[src/rtl/dpa_pkg.sv]
// Shared definitions for the DMA channel arbiter.
// Assumes: the priority field width is common to every channel.
package dpa_pkg;
    localparam int unsigned PRIO_W = 3;
    typedef logic [PRIO_W-1:0] prio_t;
    typedef enum logic {
        ARB_IDLE = 1'b0,
        ARB_HOLD = 1'b1
    } arb_state_e;
endpackage

[src/rtl/dpa_prio_bank.sv]
// Per-channel priority storage, written one channel per clock.
// Assumes: writes to an index at or above NUM_CH are discarded.
module dpa_prio_bank #(
    parameter int unsigned NUM_CH = 24,
    parameter int unsigned CH_W   = 5
) (
    input  logic           clk,
    input  logic           rst_n,
    input  logic           we_i,
    input  logic [CH_W-1:0] ch_i,
    input  dpa_pkg::prio_t wdata_i,
    output dpa_pkg::prio_t prio_o [NUM_CH]
);
    // Store a new priority for the addressed channel; clear all on reset.
    always_ff @(posedge clk) begin
        for (int i = 0; i < NUM_CH; i++) begin
            if (!rst_n) begin
                prio_o[i] <= '0;
            end else if (we_i && (ch_i == CH_W'(i))) begin
                prio_o[i] <= wdata_i;
            end
        end
    end
endmodule

[src/rtl/dpa_age_cell.sv]
// Wait-age counter for one channel.
// Counts arbitration rounds lost while requesting, saturating at its
// maximum; clears on a win or when the request is withdrawn.
// Assumes: won_i is only high in a round where req_i is high.
module dpa_age_cell #(
    parameter int unsigned AGE_W = 5
) (
    input  logic             clk,
    input  logic             rst_n,
    input  logic             req_i,
    input  logic             round_i,
    input  logic             won_i,
    output logic [AGE_W-1:0] age_o
);
    localparam logic [AGE_W-1:0] AGE_MAX = '1;

    logic [AGE_W-1:0] age_q;

    // Advance, hold or clear the age according to this round's outcome.
    always_ff @(posedge clk) begin
        if (!rst_n || !req_i) begin
            age_q <= '0;
        end else if (round_i) begin
            if (won_i) begin
                age_q <= '0;
            end else if (age_q != AGE_MAX) begin
                age_q <= age_q + 1'b1;
            end
        end
    end

    assign age_o = age_q;

    AST_AGE_NO_WRAP: assert property (@(posedge clk) disable iff (!rst_n)
        (age_q == AGE_MAX) && req_i && !won_i |=> age_q == AGE_MAX);
    AST_DROP_CLEARS_AGE: assert property (@(posedge clk) disable iff (!rst_n)
        !req_i |=> age_q == '0);
    AST_WIN_CLEARS_AGE: assert property (@(posedge clk) disable iff (!rst_n)
        won_i |=> age_q == '0);
endmodule

[src/rtl/dpa_pick.sv]
// Combinational winner selection over all candidate channels.
// Order: lowest priority value, then largest age, then lowest index.
// Assumes: prio and age inputs are stable during the evaluating cycle.
module dpa_pick #(
    parameter int unsigned NUM_CH = 24,
    parameter int unsigned AGE_W  = 5,
    parameter int unsigned CH_W   = 5
) (
    input  logic [NUM_CH-1:0] cand_i,
    input  dpa_pkg::prio_t    prio_i [NUM_CH],
    input  logic [AGE_W-1:0]  age_i  [NUM_CH],
    output logic              found_o,
    output logic [CH_W-1:0]   win_o
);
    dpa_pkg::prio_t   best_prio;
    logic [AGE_W-1:0] best_age;

    // Scan upward; replace only on a strictly better key so ties keep the lower index.
    always_comb begin
        found_o   = 1'b0;
        win_o     = '0;
        best_prio = '0;
        best_age  = '0;
        for (int i = 0; i < NUM_CH; i++) begin
            if (cand_i[i]) begin
                if (!found_o ||
                    (prio_i[i] < best_prio) ||
                    ((prio_i[i] == best_prio) && (age_i[i] > best_age))) begin
                    found_o   = 1'b1;
                    win_o     = CH_W'(i);
                    best_prio = prio_i[i];
                    best_age  = age_i[i];
                end
            end
        end
    end
endmodule

[src/rtl/dma_prio_arbiter.sv]
// Grants one of NUM_CH DMA channels to a shared transfer engine.
// Arbitrates only when idle (no grant held, engine not busy); a grant is
// held unchanged until the engine reports a burst end. A final burst
// produces a one-cycle completion pulse on the owning channel.
// Assumes: eng_done_i is only asserted while a grant is held.
module dma_prio_arbiter #(
    parameter  int unsigned NUM_CH = 24,
    parameter  int unsigned AGE_W  = 5,
    localparam int unsigned CH_W   = (NUM_CH > 1) ? $clog2(NUM_CH) : 1
) (
    input  logic                       clk,
    input  logic                       rst_n,
    input  logic [NUM_CH-1:0]          req_i,
    input  logic                       cfg_we_i,
    input  logic [CH_W-1:0]            cfg_ch_i,
    input  logic [dpa_pkg::PRIO_W-1:0] cfg_prio_i,
    input  logic                       eng_busy_i,
    input  logic                       eng_done_i,
    input  logic                       eng_last_i,
    output logic                       grant_valid_o,
    output logic [CH_W-1:0]            grant_ch_o,
    output logic [NUM_CH-1:0]          done_o
);
    import dpa_pkg::*;

    prio_t            prio_tab [NUM_CH];
    logic [AGE_W-1:0] age_tab  [NUM_CH];
    logic             pick_found;
    logic [CH_W-1:0]  pick_ch;
    logic             arb_fire;
    arb_state_e       state_q;
    logic [CH_W-1:0]  grant_ch_q;

    dpa_prio_bank #(
        .NUM_CH (NUM_CH),
        .CH_W   (CH_W)
    ) u_prio_bank (
        .clk     (clk),
        .rst_n   (rst_n),
        .we_i    (cfg_we_i),
        .ch_i    (cfg_ch_i),
        .wdata_i (cfg_prio_i),
        .prio_o  (prio_tab)
    );

    dpa_pick #(
        .NUM_CH (NUM_CH),
        .AGE_W  (AGE_W),
        .CH_W   (CH_W)
    ) u_pick (
        .cand_i  (req_i),
        .prio_i  (prio_tab),
        .age_i   (age_tab),
        .found_o (pick_found),
        .win_o   (pick_ch)
    );

    // An arbitration round fires only from idle with the engine free.
    assign arb_fire = (state_q == ARB_IDLE) && !eng_busy_i && pick_found;

    for (genvar g = 0; g < NUM_CH; g++) begin : g_age
        dpa_age_cell #(
            .AGE_W (AGE_W)
        ) u_age (
            .clk     (clk),
            .rst_n   (rst_n),
            .req_i   (req_i[g]),
            .round_i (arb_fire),
            .won_i   (arb_fire && (pick_ch == CH_W'(g))),
            .age_o   (age_tab[g])
        );
    end

    // Grant state: capture the winner on a round, release on a burst end.
    always_ff @(posedge clk) begin
        if (!rst_n) begin
            state_q    <= ARB_IDLE;
            grant_ch_q <= '0;
        end else if (arb_fire) begin
            state_q    <= ARB_HOLD;
            grant_ch_q <= pick_ch;
        end else if ((state_q == ARB_HOLD) && eng_done_i) begin
            state_q    <= ARB_IDLE;
        end
    end

    // Completion pulse: one cycle on the owner after its final burst.
    always_ff @(posedge clk) begin
        done_o <= '0;
        if (rst_n && (state_q == ARB_HOLD) && eng_done_i && eng_last_i) begin
            done_o[grant_ch_q] <= 1'b1;
        end
    end

    assign grant_valid_o = (state_q == ARB_HOLD);
    assign grant_ch_o    = grant_ch_q;

    AST_GRANT_STABLE: assert property (@(posedge clk) disable iff (!rst_n)
        grant_valid_o && !eng_done_i |=> grant_valid_o && $stable(grant_ch_o));
    AST_GRANT_WHEN_IDLE: assert property (@(posedge clk) disable iff (!rst_n)
        $rose(grant_valid_o) |-> $past(!eng_busy_i));
    AST_DONE_ONEHOT: assert property (@(posedge clk) disable iff (!rst_n)
        $onehot0(done_o));
    AST_DONE_CAUSE: assert property (@(posedge clk) disable iff (!rst_n)
        (|done_o) |-> $past(grant_valid_o && eng_done_i && eng_last_i));
    AST_BURST_NO_DONE: assert property (@(posedge clk) disable iff (!rst_n)
        grant_valid_o && eng_done_i && !eng_last_i |=> done_o == '0);
endmodule

[config.mk]
export PLATFORM = sky130hd
export DESIGN_NAME = dma_prio_arbiter
export DESIGN_NICKNAME = d
export VERILOG_FILES = /design/src/rtl/dpa_pkg.sv /design/src/rtl/dpa_prio_bank.sv /design/src/rtl/dpa_age_cell.sv /design/src/rtl/dpa_pick.sv /design/src/rtl/dma_prio_arbiter.sv
export SDC_FILE = /design/constraint.sdc
export NUM_CORES = 1
export LEC_CHECK = 0
export BUFFER_PORTS_ARGS = -buffer_cell sky130_fd_sc_hd__clkbuf_2
export CAP_MARGIN = 20
export CORE_MARGIN = 5
export CORE_UTILIZATION = 40
export DETAILED_ROUTE_END_ITERATION = 10
export PLACE_DENSITY = 0.55
export SYNTH_ARGS = -nofsm -noshare
export SYNTH_HDL_FRONTEND = slang
export SYNTH_SLANG_ARGS = --single-unit
[constraint.sdc]
create_clock -name clk -period 134.8 [get_ports clk]
set_input_delay 20.22 -clock clk [delete_from_list [all_inputs] [get_ports clk]]
set_output_delay 20.22 -clock clk [all_outputs]
set_load 0.01 [all_outputs]
==> metrics.cfg <==
[status]
status = finished clean

[die]
die_y_um = 228
core_footprint_um2 = 46700
floorplan.initialDensity = 0.406
fp-row-count = 79
floorplan.die_area_um2 = 51800
boundaryPins = 68
die-width_um = 228

[timing]
final_period_minus_worst_setup_slack_ps = 67440
finalHoldWorstSlack_ps = 466
setup_viol_count_final = 0
setup_total_negative_slack_ps = 0
maxSlewHeadroom = 0.312
final.setup_skew_ps = 12.6
report.final.slew_viol_count = 0
worst_slew_pin_slew_ps = 1020
max_freq_mhz = 14.8
finalHoldViolCount = 0
fin_crit_sh = 0.500
unrepaired_setup_endpoints_after_global_routing = no

[clocking]
cts_tree = yes
worst_skew_pair.late_latency_ps = 560
cts_htree_levels = 1
path_clk_slew_ps = 60
clock_root_buffer_master = clkbuf_16
cts_post_setup_buffers_inserted = 0
hold_buffer_count_at_cts = 0
buffer_levels_on_the_longest_clock_path = 3
clock-sinks = 222
tritoncts.num_buffers = 27
post_cts_resized = 0

[yosys]
synthTopCellsByArea = dfxtp_1 (23%), ha_1 (13%), mux2i_1 (6.4%)
synth_seq_area_share = 0.235
synth.largest_area_cell = dfxtp_1
synth_commonest_cells = nand2_1 (250), dfxtp_1 (222), ha_1 (202)
syn_area_per_cell_um2 = 7.93
syn-num-nets = 2627
synth.top_cell.area_share = 0.235
ys_async_sr_fraction = 0
syn_inst_count = 2387
ys_types = 112
synthesis.yosys.warnings = 0
synth_most_common_cell = nand2_1
ys_ff_latch = 222
synth-edff-count = 0
syn-cell-area_um2 = 18900
ys.flop_type = dfxtp_1

[setup_path]
worst_setup_path_start_kind = primary input
path_max_fanout = 16
cp.required_ps = 135210
crit_top_cell = ha_1
path_class = in2reg
max_stage_delay_ps = 760
critical_path.top_delay_family = compound AO/OA/AOI/OAI gates
number_of_buffers_and_inverters_on_the_critical_path = 21
timing.critical_path.slowest_stage_cell = a21oi_1
end_kind = flip-flop
worstPathArrival_ps = 67860

[grt]
grt_antenna_before_repair = 3
grt_pass1_wl_um = 88300
grt_remaining_overflow = 0
first_global_vias = 16600
maximum_number_of_pins_on_one_net_before_global_route_repair = 72
gr-usage-all-layers = 0.209

[detailed_routing]
detail-route-antenna-nets = 0
detailedRoute.firstIterationViolations = 1263
vias_cell = 5.72
remaining_drc_errors = 0
routedWlPerCell_um = 18.3
first_pass_iters = 5
routed_wl_um = 55700
num_vias = 17400

[placed_design]
port-buffer-count = 67
dp_hpwl_um = 43400
post_dp_cell_area_um2 = 19800
gp_congestion = 0.893

[worst_hold_path]
hp-class = reg2reg

[layout]
post_route_cells_drive_above_1_share = 0.0923
post-route-cell-area_um2 = 20700
final_core_utilization = 0.443
relative_area_change_from_synthesis_to_final_layout_pct = 9.14
final_net_count = 2660

[run]
max_cap_viol_count = 0

routing by layer:
| layer | vias to the layer above | part of all wire | wire length [um] | global-route usage |
|---|---|---|---|---|
| met5 | - | 0.00039 | 22 | 0 |
| met4 | 4 | 0.032 | 1800 | 0.0639 |
| met3 | 86 | 0.058 | 3220 | 0.0426 |
| met2 | 411 | 0.44 | 24400 | 0.335 |
| met1 | 8206 | 0.47 | 26300 | 0.285 |
| li1 | 8730 | - | - | - |
sequential cells by signal, indices dropped and copies added, names as in the netlist:
name,flops
done_o,24
g_age.u_age.age_o,120
grant_ch_o,5
grant_valid_o,1
u_prio_bank.prio_o,72
through the flow:
step / setup WS (ps) / cells
after global placement: 69120 / 2998
after detailed placement: 67320 / 2998
after floorplan: 73290 / 2387
final: 67360 / 3046
after CTS: 67810 / 3045
after global routing: 62610 / 3045
path summary, 6_finish.rpt:
kind	from	to	slack, ps	depth (start not counted)
worst max-delay path	req_i[0]	g_age[15].u_age.age_o[0]	67360	210
worst min-delay path	u_prio_bank.prio_o[63]	u_prio_bank.prio_o[63]	470	2
worst max register to register	g_age[0].u_age.age_o[3]	g_age[15].u_age.age_o[0]	86910	209
worst min register to register	u_prio_bank.prio_o[63]	u_prio_bank.prio_o[63]	470	2
layout make-up:
type                       count  area [um^2]
timing repair buffer          73          383
inverter                     178          668
clock buffer                  37          773
tap                          607          759
clock inverter                10         83.8
antenna                        1         2.50
sequential                   222         4440
multi-input combinational   1918        13600
fill                        4637        26000
cell usage in the layout, fill, tap and decap left out, types with 19 or more instances in the layout:
master / instances
xor2_1: 38
inv_1: 178
nand2_1: 250
mux2_2: 34
ha_1: 202
clkbuf_2: 66
and2_1: 25
a31oi_1: 19
dfxtp_1: 222
nor3_1: 123
o21ai_0: 111
a21oi_1: 107
nand4_1: 51
nand2b_1: 29
xnor2_1: 49
nor2b_1: 75
o211ai_1: 22
nor2_1: 171
o21a_1: 26
nand3_1: 64
and3_1: 45
a21boi_0: 37
mux2i_1: 121
clkbuf_16: 27
a21o_1: 25
cells by family after synthesis:
logic type	synth area share
DFF	0.235
muxes	0.0854
AOI/OAI and AO/OA	0.198
buffers and inverters	0.0504
and+or+nand+nor	0.256
xor gates and xnor gates	0.0402
adders and majority gates	0.136
worst min-delay path: stages (launching register included):
cell	delay [ps]
dfxtp_1	310
nand2_1	50
a21boi_0	60
Power is left out: the tool's default activity adds up to more than one toggle a clock period on the data nets, which glitch-free logic cannot reach.
